### src/rtl/wm_uart_pkg.sv
package wm_uart_pkg;
   localparam int ADDR_W    = 5;
   localparam int BYTE_W    = 8;
   localparam int FLAG_BIT  = 31;
   localparam int EN_BIT    = 0;
   localparam int NSTOP_BIT = 1;
   localparam int WM_LSB    = 16;

   localparam logic [2:0] W_TXDATA = 3'd0;
   localparam logic [2:0] W_RXDATA = 3'd1;
   localparam logic [2:0] W_TXCTRL = 3'd2;
   localparam logic [2:0] W_RXCTRL = 3'd3;
   localparam logic [2:0] W_IE     = 3'd4;
   localparam logic [2:0] W_IP     = 3'd5;
   localparam logic [2:0] W_DIV    = 3'd6;

   typedef enum logic [1:0] {RX_IDLE, RX_START, RX_DATA, RX_STOP} rx_state_e;
endpackage

### src/rtl/wm_uart_fifo.sv
module wm_uart_fifo #(
   parameter  int WIDTH = 8,
   parameter  int DEPTH = 8,
   localparam int PTR_W = $clog2(DEPTH),
   localparam int CNT_W = PTR_W + 1
) (
   input  logic             clk,
   input  logic             rst_n,
   input  logic             push,
   input  logic [WIDTH-1:0] din,
   input  logic             pop,
   output logic [WIDTH-1:0] dout,
   output logic [CNT_W-1:0] count,
   output logic             full,
   output logic             empty
);
   generate
      if (DEPTH < 2 || (DEPTH & (DEPTH - 1)) != 0) begin : g_bad_depth
         $error("wm_uart_fifo: DEPTH must be a power of two >= 2");
      end
   endgenerate

   logic [WIDTH-1:0] mem [DEPTH];
   logic [PTR_W-1:0] wr_ptr, rd_ptr;
   logic             do_push, do_pop;

   assign full    = (count == CNT_W'(DEPTH));
   assign empty   = (count == '0);
   assign do_push = push && !full;
   assign do_pop  = pop && !empty;
   assign dout    = mem[rd_ptr];

   always_ff @(posedge clk) begin
      if (do_push) mem[wr_ptr] <= din;
   end

   always_ff @(posedge clk or negedge rst_n) begin
      if (!rst_n) begin
         wr_ptr <= '0;
         rd_ptr <= '0;
         count  <= '0;
      end else begin
         if (do_push) wr_ptr <= wr_ptr + 1'b1;
         if (do_pop)  rd_ptr <= rd_ptr + 1'b1;
         case ({do_push, do_pop})
            2'b10:   count <= count + 1'b1;
            2'b01:   count <= count - 1'b1;
            default: count <= count;
         endcase
      end
   end
endmodule

### src/rtl/wm_uart_tx.sv
module wm_uart_tx #(
   parameter  int WIDTH   = 8,
   parameter  int DIV_W   = 16,
   localparam int FRAME_W = WIDTH + 3,
   localparam int BIT_CW  = $clog2(FRAME_W + 1)
) (
   input  logic             clk,
   input  logic             rst_n,
   input  logic             enable,
   input  logic             two_stop,
   input  logic [DIV_W-1:0] div,
   input  logic             avail,
   input  logic [WIDTH-1:0] data,
   output logic             take,
   output logic             busy,
   output logic             txd
);
   logic [FRAME_W-1:0] shreg;
   logic [BIT_CW-1:0]  bits_left;
   logic [DIV_W-1:0]   cnt;
   logic               tick, last;

   assign tick = busy && (cnt == '0);
   assign last = tick && (bits_left == BIT_CW'(1));
   assign take = enable && avail && (!busy || last);
   assign txd  = shreg[0];

   always_ff @(posedge clk or negedge rst_n) begin
      if (!rst_n) begin
         shreg     <= '1;
         bits_left <= '0;
         cnt       <= '0;
         busy      <= 1'b0;
      end else if (take) begin
         shreg     <= {2'b11, data, 1'b0};
         bits_left <= two_stop ? BIT_CW'(FRAME_W) : BIT_CW'(FRAME_W - 1);
         cnt       <= div;
         busy      <= 1'b1;
      end else if (tick) begin
         shreg     <= {1'b1, shreg[FRAME_W-1:1]};
         bits_left <= bits_left - 1'b1;
         cnt       <= div;
         if (last) busy <= 1'b0;
      end else if (busy) begin
         cnt <= cnt - 1'b1;
      end
   end
endmodule

### src/rtl/wm_uart_rx.sv
module wm_uart_rx
   import wm_uart_pkg::*;
#(
   parameter  int WIDTH = 8,
   parameter  int DIV_W = 16,
   localparam int BIT_W = $clog2(WIDTH)
) (
   input  logic             clk,
   input  logic             rst_n,
   input  logic             enable,
   input  logic [DIV_W-1:0] div,
   input  logic             rxd,
   output logic             valid,
   output logic [WIDTH-1:0] data
);
   logic [1:0]       sync;
   logic             rx_s, rx_prev;
   rx_state_e        state;
   logic [DIV_W-1:0] cnt;
   logic [BIT_W-1:0] bitn;

   assign rx_s = sync[1];

   always_ff @(posedge clk or negedge rst_n) begin
      if (!rst_n) begin
         sync    <= 2'b11;
         rx_prev <= 1'b1;
         state   <= RX_IDLE;
         cnt     <= '0;
         bitn    <= '0;
         data    <= '0;
         valid   <= 1'b0;
      end else begin
         sync    <= {sync[0], rxd};
         rx_prev <= rx_s;
         valid   <= 1'b0;
         if (!enable) begin
            state <= RX_IDLE;
         end else begin
            case (state)
               RX_IDLE: if (rx_prev && !rx_s) begin
                  state <= RX_START;
                  cnt   <= div >> 1;
               end
               RX_START: if (cnt == '0) begin
                  state <= rx_s ? RX_IDLE : RX_DATA;
                  cnt   <= div;
                  bitn  <= '0;
               end else cnt <= cnt - 1'b1;
               RX_DATA: if (cnt == '0) begin
                  data <= {rx_s, data[WIDTH-1:1]};
                  cnt  <= div;
                  if (bitn == BIT_W'(WIDTH - 1)) state <= RX_STOP;
                  else bitn <= bitn + 1'b1;
               end else cnt <= cnt - 1'b1;
               RX_STOP: if (cnt == '0) begin
                  valid <= 1'b1;
                  state <= RX_IDLE;
               end else cnt <= cnt - 1'b1;
               default: state <= RX_IDLE;
            endcase
         end
      end
   end
endmodule

### src/rtl/wm_uart.sv
module wm_uart
   import wm_uart_pkg::*;
#(
   parameter  int FIFO_DEPTH = 8,
   parameter  int DIV_W      = 16,
   parameter  int WM_W       = 3,
   localparam int CNT_W      = $clog2(FIFO_DEPTH) + 1
) (
   input  logic              clk,
   input  logic              rst_n,
   input  logic [ADDR_W-1:0] addr,
   input  logic              wr_en,
   input  logic [31:0]       wr_data,
   input  logic              rd_en,
   output logic [31:0]       rd_data,
   output logic              txd,
   input  logic              rxd,
   output logic              irq
);
   generate
      if (DIV_W < 1 || DIV_W > WM_LSB) begin : g_bad_div
         $error("wm_uart: DIV_W must lie in 1..16");
      end
      if (WM_W < 1 || WM_W > CNT_W || WM_LSB + WM_W > FLAG_BIT) begin : g_bad_wm
         $error("wm_uart: WM_W out of range");
      end
   endgenerate

   logic             hit;
   logic [2:0]       sel;
   logic             tx_en, two_stop, rx_en;
   logic [WM_W-1:0]  tx_wm, rx_wm;
   logic [1:0]       ie, ip;
   logic [DIV_W-1:0] div;

   logic              tx_full, tx_empty, tx_take, tx_busy;
   logic [BYTE_W-1:0] tx_head;
   logic [CNT_W-1:0]  tx_count;
   logic              rx_full, rx_empty, rx_valid;
   logic [BYTE_W-1:0] rx_head, rx_byte;
   logic [CNT_W-1:0]  rx_count;

   assign hit = (addr[1:0] == 2'b00);
   assign sel = addr[ADDR_W-1:2];

   always_ff @(posedge clk or negedge rst_n) begin
      if (!rst_n) begin
         tx_en <= 1'b0; two_stop <= 1'b0; tx_wm <= '0;
         rx_en <= 1'b0; rx_wm <= '0;
         ie    <= '0;   div <= '0;
      end else if (wr_en && hit) begin
         case (sel)
            W_TXCTRL: begin
               tx_en    <= wr_data[EN_BIT];
               two_stop <= wr_data[NSTOP_BIT];
               tx_wm    <= wr_data[WM_LSB +: WM_W];
            end
            W_RXCTRL: begin
               rx_en <= wr_data[EN_BIT];
               rx_wm <= wr_data[WM_LSB +: WM_W];
            end
            W_IE:    ie  <= wr_data[1:0];
            W_DIV:   div <= wr_data[DIV_W-1:0];
            default: ;
         endcase
      end
   end

   wm_uart_fifo #(.WIDTH(BYTE_W), .DEPTH(FIFO_DEPTH)) u_tx_fifo (
      .clk(clk), .rst_n(rst_n),
      .push(wr_en && hit && sel == W_TXDATA), .din(wr_data[BYTE_W-1:0]),
      .pop(tx_take), .dout(tx_head),
      .count(tx_count), .full(tx_full), .empty(tx_empty)
   );

   wm_uart_tx #(.WIDTH(BYTE_W), .DIV_W(DIV_W)) u_tx (
      .clk(clk), .rst_n(rst_n), .enable(tx_en), .two_stop(two_stop),
      .div(div), .avail(!tx_empty), .data(tx_head),
      .take(tx_take), .busy(tx_busy), .txd(txd)
   );

   wm_uart_rx #(.WIDTH(BYTE_W), .DIV_W(DIV_W)) u_rx (
      .clk(clk), .rst_n(rst_n), .enable(rx_en), .div(div),
      .rxd(rxd), .valid(rx_valid), .data(rx_byte)
   );

   wm_uart_fifo #(.WIDTH(BYTE_W), .DEPTH(FIFO_DEPTH)) u_rx_fifo (
      .clk(clk), .rst_n(rst_n),
      .push(rx_valid), .din(rx_byte),
      .pop(rd_en && hit && sel == W_RXDATA), .dout(rx_head),
      .count(rx_count), .full(rx_full), .empty(rx_empty)
   );

   assign ip[0] = int'(tx_count) < int'(tx_wm);
   assign ip[1] = int'(rx_count) > int'(rx_wm);
   assign irq   = |(ip & ie);

   always_comb begin
      rd_data = '0;
      if (hit) begin
         case (sel)
            W_TXDATA: rd_data[FLAG_BIT] = tx_full;
            W_RXDATA: begin
               rd_data[FLAG_BIT]     = rx_empty;
               rd_data[BYTE_W-1:0]   = rx_head;
            end
            W_TXCTRL: begin
               rd_data[EN_BIT]            = tx_en;
               rd_data[NSTOP_BIT]         = two_stop;
               rd_data[WM_LSB +: WM_W]    = tx_wm;
            end
            W_RXCTRL: begin
               rd_data[EN_BIT]            = rx_en;
               rd_data[WM_LSB +: WM_W]    = rx_wm;
            end
            W_IE:    rd_data[1:0]       = ie;
            W_IP:    rd_data[1:0]       = ip;
            W_DIV:   rd_data[DIV_W-1:0] = div;
            default: ;
         endcase
      end
   end
endmodule

### config.mk
export PLATFORM = sky130hd
export DESIGN_NAME = wm_uart
export DESIGN_NICKNAME = d
export VERILOG_FILES = /design/src/rtl/wm_uart_pkg.sv /design/src/rtl/wm_uart_fifo.sv /design/src/rtl/wm_uart_tx.sv /design/src/rtl/wm_uart_rx.sv /design/src/rtl/wm_uart.sv
export SDC_FILE = /design/constraint.sdc
export NUM_CORES = 1
export LEC_CHECK = 0
export BUFFER_PORTS_ARGS = -buffer_cell sky130_fd_sc_hd__buf_2
export CAP_MARGIN = 20
export CELL_PAD_IN_SITES_DETAIL_PLACEMENT = 1
export CELL_PAD_IN_SITES_GLOBAL_PLACEMENT = 1
export CORE_ASPECT_RATIO = 1.25
export CORE_MARGIN = 2
export CORE_UTILIZATION = 54
export DETAILED_ROUTE_END_ITERATION = 16
export GPL_ROUTABILITY_DRIVEN = 0
export PLACE_DENSITY = 0.92
export SLEW_MARGIN = 15
export SYNTH_ARGS = -nofsm -noshare
export SYNTH_HDL_FRONTEND = slang
export SYNTH_SLANG_ARGS = --single-unit
### constraint.sdc
create_clock -name clk -period 8.6 [get_ports clk]
set_input_delay 0.43 -clock clk [delete_from_list [all_inputs] [get_ports clk]]
set_output_delay 0.43 -clock clk [all_outputs]
set_load 0.01 [all_outputs]
* Yosys cells after proc, flatten, opt, wreduce, memory -nomap -nowiden *
Memories as Yosys holds them, arrays and structs flattened.
Index checks and enable logic that the tools add are counted.

storage, ports and cells
  output and inout port bits = 34
  bits in registers = 112
  memories = 2
  word-level logic and storage cells = 156
  bits of input ports = 42
  memory bits (writable) = 128

memories
  name           depth  bits a word  rd ports  clocked after memory_dff  wr ports  line                source
  u_rx_fifo.mem  8      8            1         0                         1         wm_uart_fifo.sv:23  logic [WIDTH-1:0] mem [DEPTH];
  u_tx_fifo.mem  8      8            1         0                         1         wm_uart_fifo.sv:23

operators by class
  equality and inequality tests = 27
  reductions and logical operators = 44
  bitwise logic cells = 1
  add/subtract/negate cells = 12
  order comparisons = 2
  muxes and demuxes = 44

operators with widths
  operator                 count
  $mux W16                 6
  $pmux W16 S3             1
  $logic_not A16 Y1        2
  $sub A16 B1 Y16 const B  2
  $mux W11                 2
  $mux W19                 1
  $pmux W4 S2              2
  $add A3 B1 Y3 const B    5
  $ne A3 B2 Y1 const B     5
  $mux W2                  7
  $logic_and A1 B1 Y1      13
  $eq A3 B3 Y1 const B     4
  $mux W1                  12
  $pmux W3 S2              2
  $pmux W6 S2              1
  $sub A4 B1 Y4 const B    3
  $reduce_and A2 Y1        5
  $reduce_and A5 Y1        2
  $reduce_bool A2 Y1       5
  $mux W3                  3
  $add A4 B1 Y4 const B    2
  $eq A2 B2 Y1 const B     4
  $eq A4 B4 Y1 const B     2
  $logic_not A4 Y1         2
  other kinds (22)         37

* Longest topological paths before layout *
  word-level depth = 8
  depth in mapped cells = 15
  mapped depth without buffers = 14

* Modules after synthesis *
A second synthesis with hierarchy kept.

second synthesis, totals
  cell total of the unflattened synthesis = 908
  area total of the unflattened synthesis = 12060.3 µm²

modules (own cells, without submodules)
  module                     sequential area each (µm²)  area each (µm²)  cells an instance  times used
  wm_uart_fifo at u_rx_fifo  2172.1                      3134.3           160                1
  wm_uart_fifo at u_tx_fifo  2172.1                      3124.2           160                1
  wm_uart_rx                 829.5                       2223.4           232                1
  wm_uart_tx                 762.0                       1878.1           192                1
  wm_uart                    675.6                       1700.4           164                1

* Least setup slack after synthesis *
No wires, ideal clock.

  kind = register -> register
  start = reg u_tx.cnt[0]
  end = reg u_tx_fifo.count[2]
  stages on the path, launching flop included = 16
  library setup time = 0.131 ns
  required time = 8.469 ns
  arrival time = 2.732 ns
  clock period less this slack = 2.863 ns
  slack = 5.737 ns
  buffers on the path = 1
  path through = dfrtp_1 > inv_1 > ha_1 > nor4b_4 > nand3_2 > o21ai_0 > nand2_1 > inv_1 > ha_1 > clkbuf_1 > xor2_1 > ha_1 > a21oi_1 > xor2_1 > nor2_1 > xor2_1

on the way
  cells in the longest elaborated chain, start to end = 8
  elaborated cells between the ends (all ways) = 10
  those cells by class = eq/ne (2); mux (1); reduce/logical (7)

RTL lines
  what                                                      line                source
  from (decl)                                               wm_uart_tx.sv:20    logic [DIV_W-1:0] cnt;
  from (signal assigned)                                    wm_uart_tx.sv:37    cnt <= div;
  from (signal assigned)                                    wm_uart_tx.sv:42    cnt <= div;
  from (signal assigned)                                    wm_uart_tx.sv:45    cnt <= cnt - 1'b1;
  $logic_not A16 Y1 (*)                                     wm_uart_tx.sv:23    assign tick = busy && (cnt == '0);
  $logic_and A1 B1 Y1 (*)                                   wm_uart_tx.sv:23
  $logic_and A1 B1 Y1 (*)                                   wm_uart_tx.sv:24    assign last = tick && (bits_left == BIT_CW'(1));
  $logic_or A1 B1 Y1 (*)                                    wm_uart_tx.sv:25    assign take = enable && avail && (!busy || last);
  $logic_and A1 B1 Y1 (*)                                   wm_uart_tx.sv:25
  $logic_and A1 B1 Y1 (*)                                   wm_uart_fifo.sv:30  assign do_pop = pop && !empty;
  net u_tx_fifo.do_pop                                      wm_uart_fifo.sv:25  logic do_push, do_pop;
  $eq A2 B1 Y1 / $eq A2 B2 Y1 (equally long branches)       wm_uart_fifo.sv:45  case ({do_push, do_pop})
  $pmux W4 S2 / $reduce_bool A2 Y1 (equally long branches)  n/a
  to (signal assigned)                                      wm_uart_fifo.sv:46  2'b10: count <= count + 1'b1;
  to (signal assigned)                                      wm_uart_fifo.sv:47  2'b01: count <= count - 1'b1;
  to (signal assigned)                                      wm_uart_fifo.sv:48  default: count <= count;
  to (decl)                                                 wm_uart_fifo.sv:13  output logic [CNT_W-1:0] count,

Mark *: on every way through the listed nets, which the timed path passes. The rest lies on a longest branch.
A chain may end at the register's enable or synchronous reset.

* Final worst setup path *
Ends and elaborated chain as after synthesis.

==> impl_metrics.tcl <==
set metrics [dict create \
    avgRoutedWirePerCell_um 25.3 \
    syn2layout_area_growth_pct 10.8 \
    hold_violations 0 \
    port_buffers 50 \
    cts_tree "done" \
    grt_max_degree 64 \
    worstMarginPinSlew_ns 1.15 \
    sequentialPowerShare 0.466 \
    criticalPathCategory "flop to flop" \
    hold_start "wr_data[10]" \
    yosysSeqAreaShare 0.575 \
    drc_errors 0 \
    drt-total-wl_um 30600 \
    place_area_um2 12000 \
    switchingPower_mw 1.21 \
    cts_htree_levels 1 \
    die_x_um 135 \
    crit_path_top_delay_cell "nand2_1" \
    synth_top_area_share 0.334 \
    clockPowerShare 0.282 \
    drtIter0Drc 528 \
    total_power_mw 3.56 \
    clk_pin_slew_ns 0.06 \
    final_area_um2 12700 \
    core_area_um2 20900 \
    fp.dieArea_um2 22500 \
    comb_power_share 0.252 \
    ant_nets 0 \
    crit_fanout 12 \
    slowest_delay_ns 0.52 \
    grt_antenna_before_repair 2 \
    cts_resized 0 \
    dp_slack_ns 4.63 \
    whs_ns 0.142 \
    crit_arrival_ns 4.59 \
    cts-root-buf "clkbuf_16" \
    dp.cells 1160 \
    grt_pass1_wl_um 48300 \
    num_vias 7708 \
    worstReg2RegStart "u_tx.cnt[0]" \
    switching_share 0.339 \
    worst-path-buf-inv 2 \
    final_cell_mix "edfxtp_1 (128), dfrtp_1 (96), nand2_1 (66), buf_2 (49), mux2_2 (47)" \
    setup_slack_ns 4.41 \
    finalCritPeriodShare 0.487 \
    async_flop_share 0.462 \
    synthCells 868 \
    fp.dieH_um 167 \
    use_met2 0.503 \
    outcome "completed" \
    track_usage 0.279 \
    vias_per_cell 6.39 \
    relSlewSlack 0.229 \
    dp_hpwl_um 20600 \
    synth_xor_area_frac 0.0198 \
    yosysTopAreaCell "edfxtp_1" \
    skew_ns 0.0124 \
    clkSinkCount 238 \
    synth.area.mux_share 0.141 \
    p_int_mw 2.35 \
    slew_violations 0 \
    ys_ff_latch 238 \
    start_kind "flop" \
    fin_cells 1207 \
    avgSynthCellArea_um2 13.2 \
    crit_path_start "u_tx.cnt[0]" \
    nNetsFinal 984 \
    path_delay_family "simple AND/OR/NAND/NOR gates" \
    syn-cell-area_um2 11500 \
    p_leak_nw 5.09 \
    grt-ovfl-total 0 \
    setup_viol 0 \
    initial_core_util 0.550 \
    tns_ns 0 \
    synth_ff_type "edfxtp_1" \
    cts_buffer_depth 3 \
    cp.required_ns 8.99 \
    power_density_nw_per_um2 280 \
    end_kind "flop" \
    drive_gt1_frac 0.236 \
    synth_edf_count 128 \
    crit_chain "inv_1, ha_1, nor4b_4, nand3_2, o21ai_0, nand2_1, inv_1, ha_1, xor2_1, ha_1, a21oi_1, xor2_1, nor2_1, xor2_1" \
    ys_top_cells_by_area "edfxtp_1 (33%), dfrtp_1 (21%), mux4_2 (6.3%)" \
    rows 59 \
    synth-simple-area-share 0.110 \
    io-pin-count 76 \
    first_pass_iters 5 \
    maxCapViolations 0 \
    layout_commonest_cell "edfxtp_1" \
    grt_busiest_layer "met2" \
    rsz0062_at_grt "false" \
    ys_types 82 \
    ys_warn_count 0 \
    ir_worst_vdd_mv 0.184 \
    numCtsBuffers 24 \
    hold_path.class "primary input to flop" \
    clock_latency_ns 0.52 \
    max_freq_mhz 239 \
    use_met1 0.348 \
    grt_util_met3 0.0384 \
    synth_top_family_by_area "multiplexers" \
    synth_fa_ha_area_frac 0.0311 \
    period_needed_ns 4.19 \
    synth_compound_gate_area_share 0.0862 \
    grt_pass1_vias 8320 \
    final_util 0.610 \
]
==> power by group through the flow <==
stage                     sequential [mW]  clock, mW  combinational (mW)
after floorplan                      1.51          0               0.749
after global placement               1.65          0               0.803
after detailed placement             1.67          0               0.876
after CTS                            1.65       1.02               0.894
after global routing                 1.69       1.06               0.978
final                                1.66       1.00               0.897
==> state kept, by name, indices dropped and copies added (netlist names), 4 cells and up <==
signal / count
u_rx.data: 8
u_tx.bits_left: 4
u_tx.cnt: 16
u_tx_fifo.count: 4
u_rx.cnt: 16
u_tx.shreg: 9
u_tx_fifo.mem: 64
u_rx_fifo.count: 4
div: 16
u_rx_fifo.mem: 64
==> worst reg2reg max path, stage by stage (launching register included) <==
cell and delay (ns):
dfrtp_1 0.43, inv_1 0.09, ha_1 0.21, nor4b_4 0.38, nand3_2 0.23, o21ai_0 0.46
nand2_1 0.52, inv_1 0.44, ha_1 0.39, xor2_1 0.14, ha_1 0.22, a21oi_1 0.17
xor2_1 0.17, nor2_1 0.07, xor2_1 0.15
==> worst paths after layout <==
kind	cells after the start	end	slack (ns)
hold reg to reg	0	u_rx.sync[1]	0.37
setup reg to reg	14	u_tx_fifo.count[2]	4.41
setup / recovery	14	u_tx_fifo.count[2]	4.41
min in group asynchronous	2	u_rx.data[7]	0.49
hold / removal	2	div[10]	0.14
max in group asynchronous	3	u_tx_fifo.rd_ptr[0]	6.69
==> cell families after synthesis <==
kind of cell / after synthesis
adders and majority gates: 28
AOI/OAI and AO/OA: 136
muxes: 116
other: 1
buffers and inverters: 90
DFF: 238
xor gates and xnor gates: 26
and+or+nand+nor: 233
==> final cells by class <==
cell class	instances	area, µm²
Fill cell	2025	8150
Sequential cell	238	6610
Multi-Input combinational cell	551	4530
Clock buffer	36	707
Timing Repair Buffer	64	367
Tap cell	274	343
Inverter	35	131
Clock inverter	8	46.3
Antenna cell	1	2.50
==> Yosys cell counts (15+ instances only) <==
master	count
edfxtp_1	128
dfrtp_1	98
nand2_1	66
mux2_2	47
nor2_1	46
mux2i_1	36
inv_1	35
mux4_2	32
o21ai_0	29
ha_1	27
clkbuf_1	26
nor3_1	19
a21oi_1	17
nand3_1	16
xnor2_1	15
==> per-layer routing <==
layer,share of wire,vias to the layer above
li1,-,3357
met1,0.38,4022
met2,0.54,266
met3,0.053,63
met4,0.027,0
met5,0,-
==> repair_timing <==
| item | 4_1_cts | 5_1_grt |
|---|---|---|
| hold buffers | 2 | 0 |
| endpoints found under the hold margin | 45 | 0 |
| buffers inserted | 0 | 0 |
(Power assumes the default switching activity.)
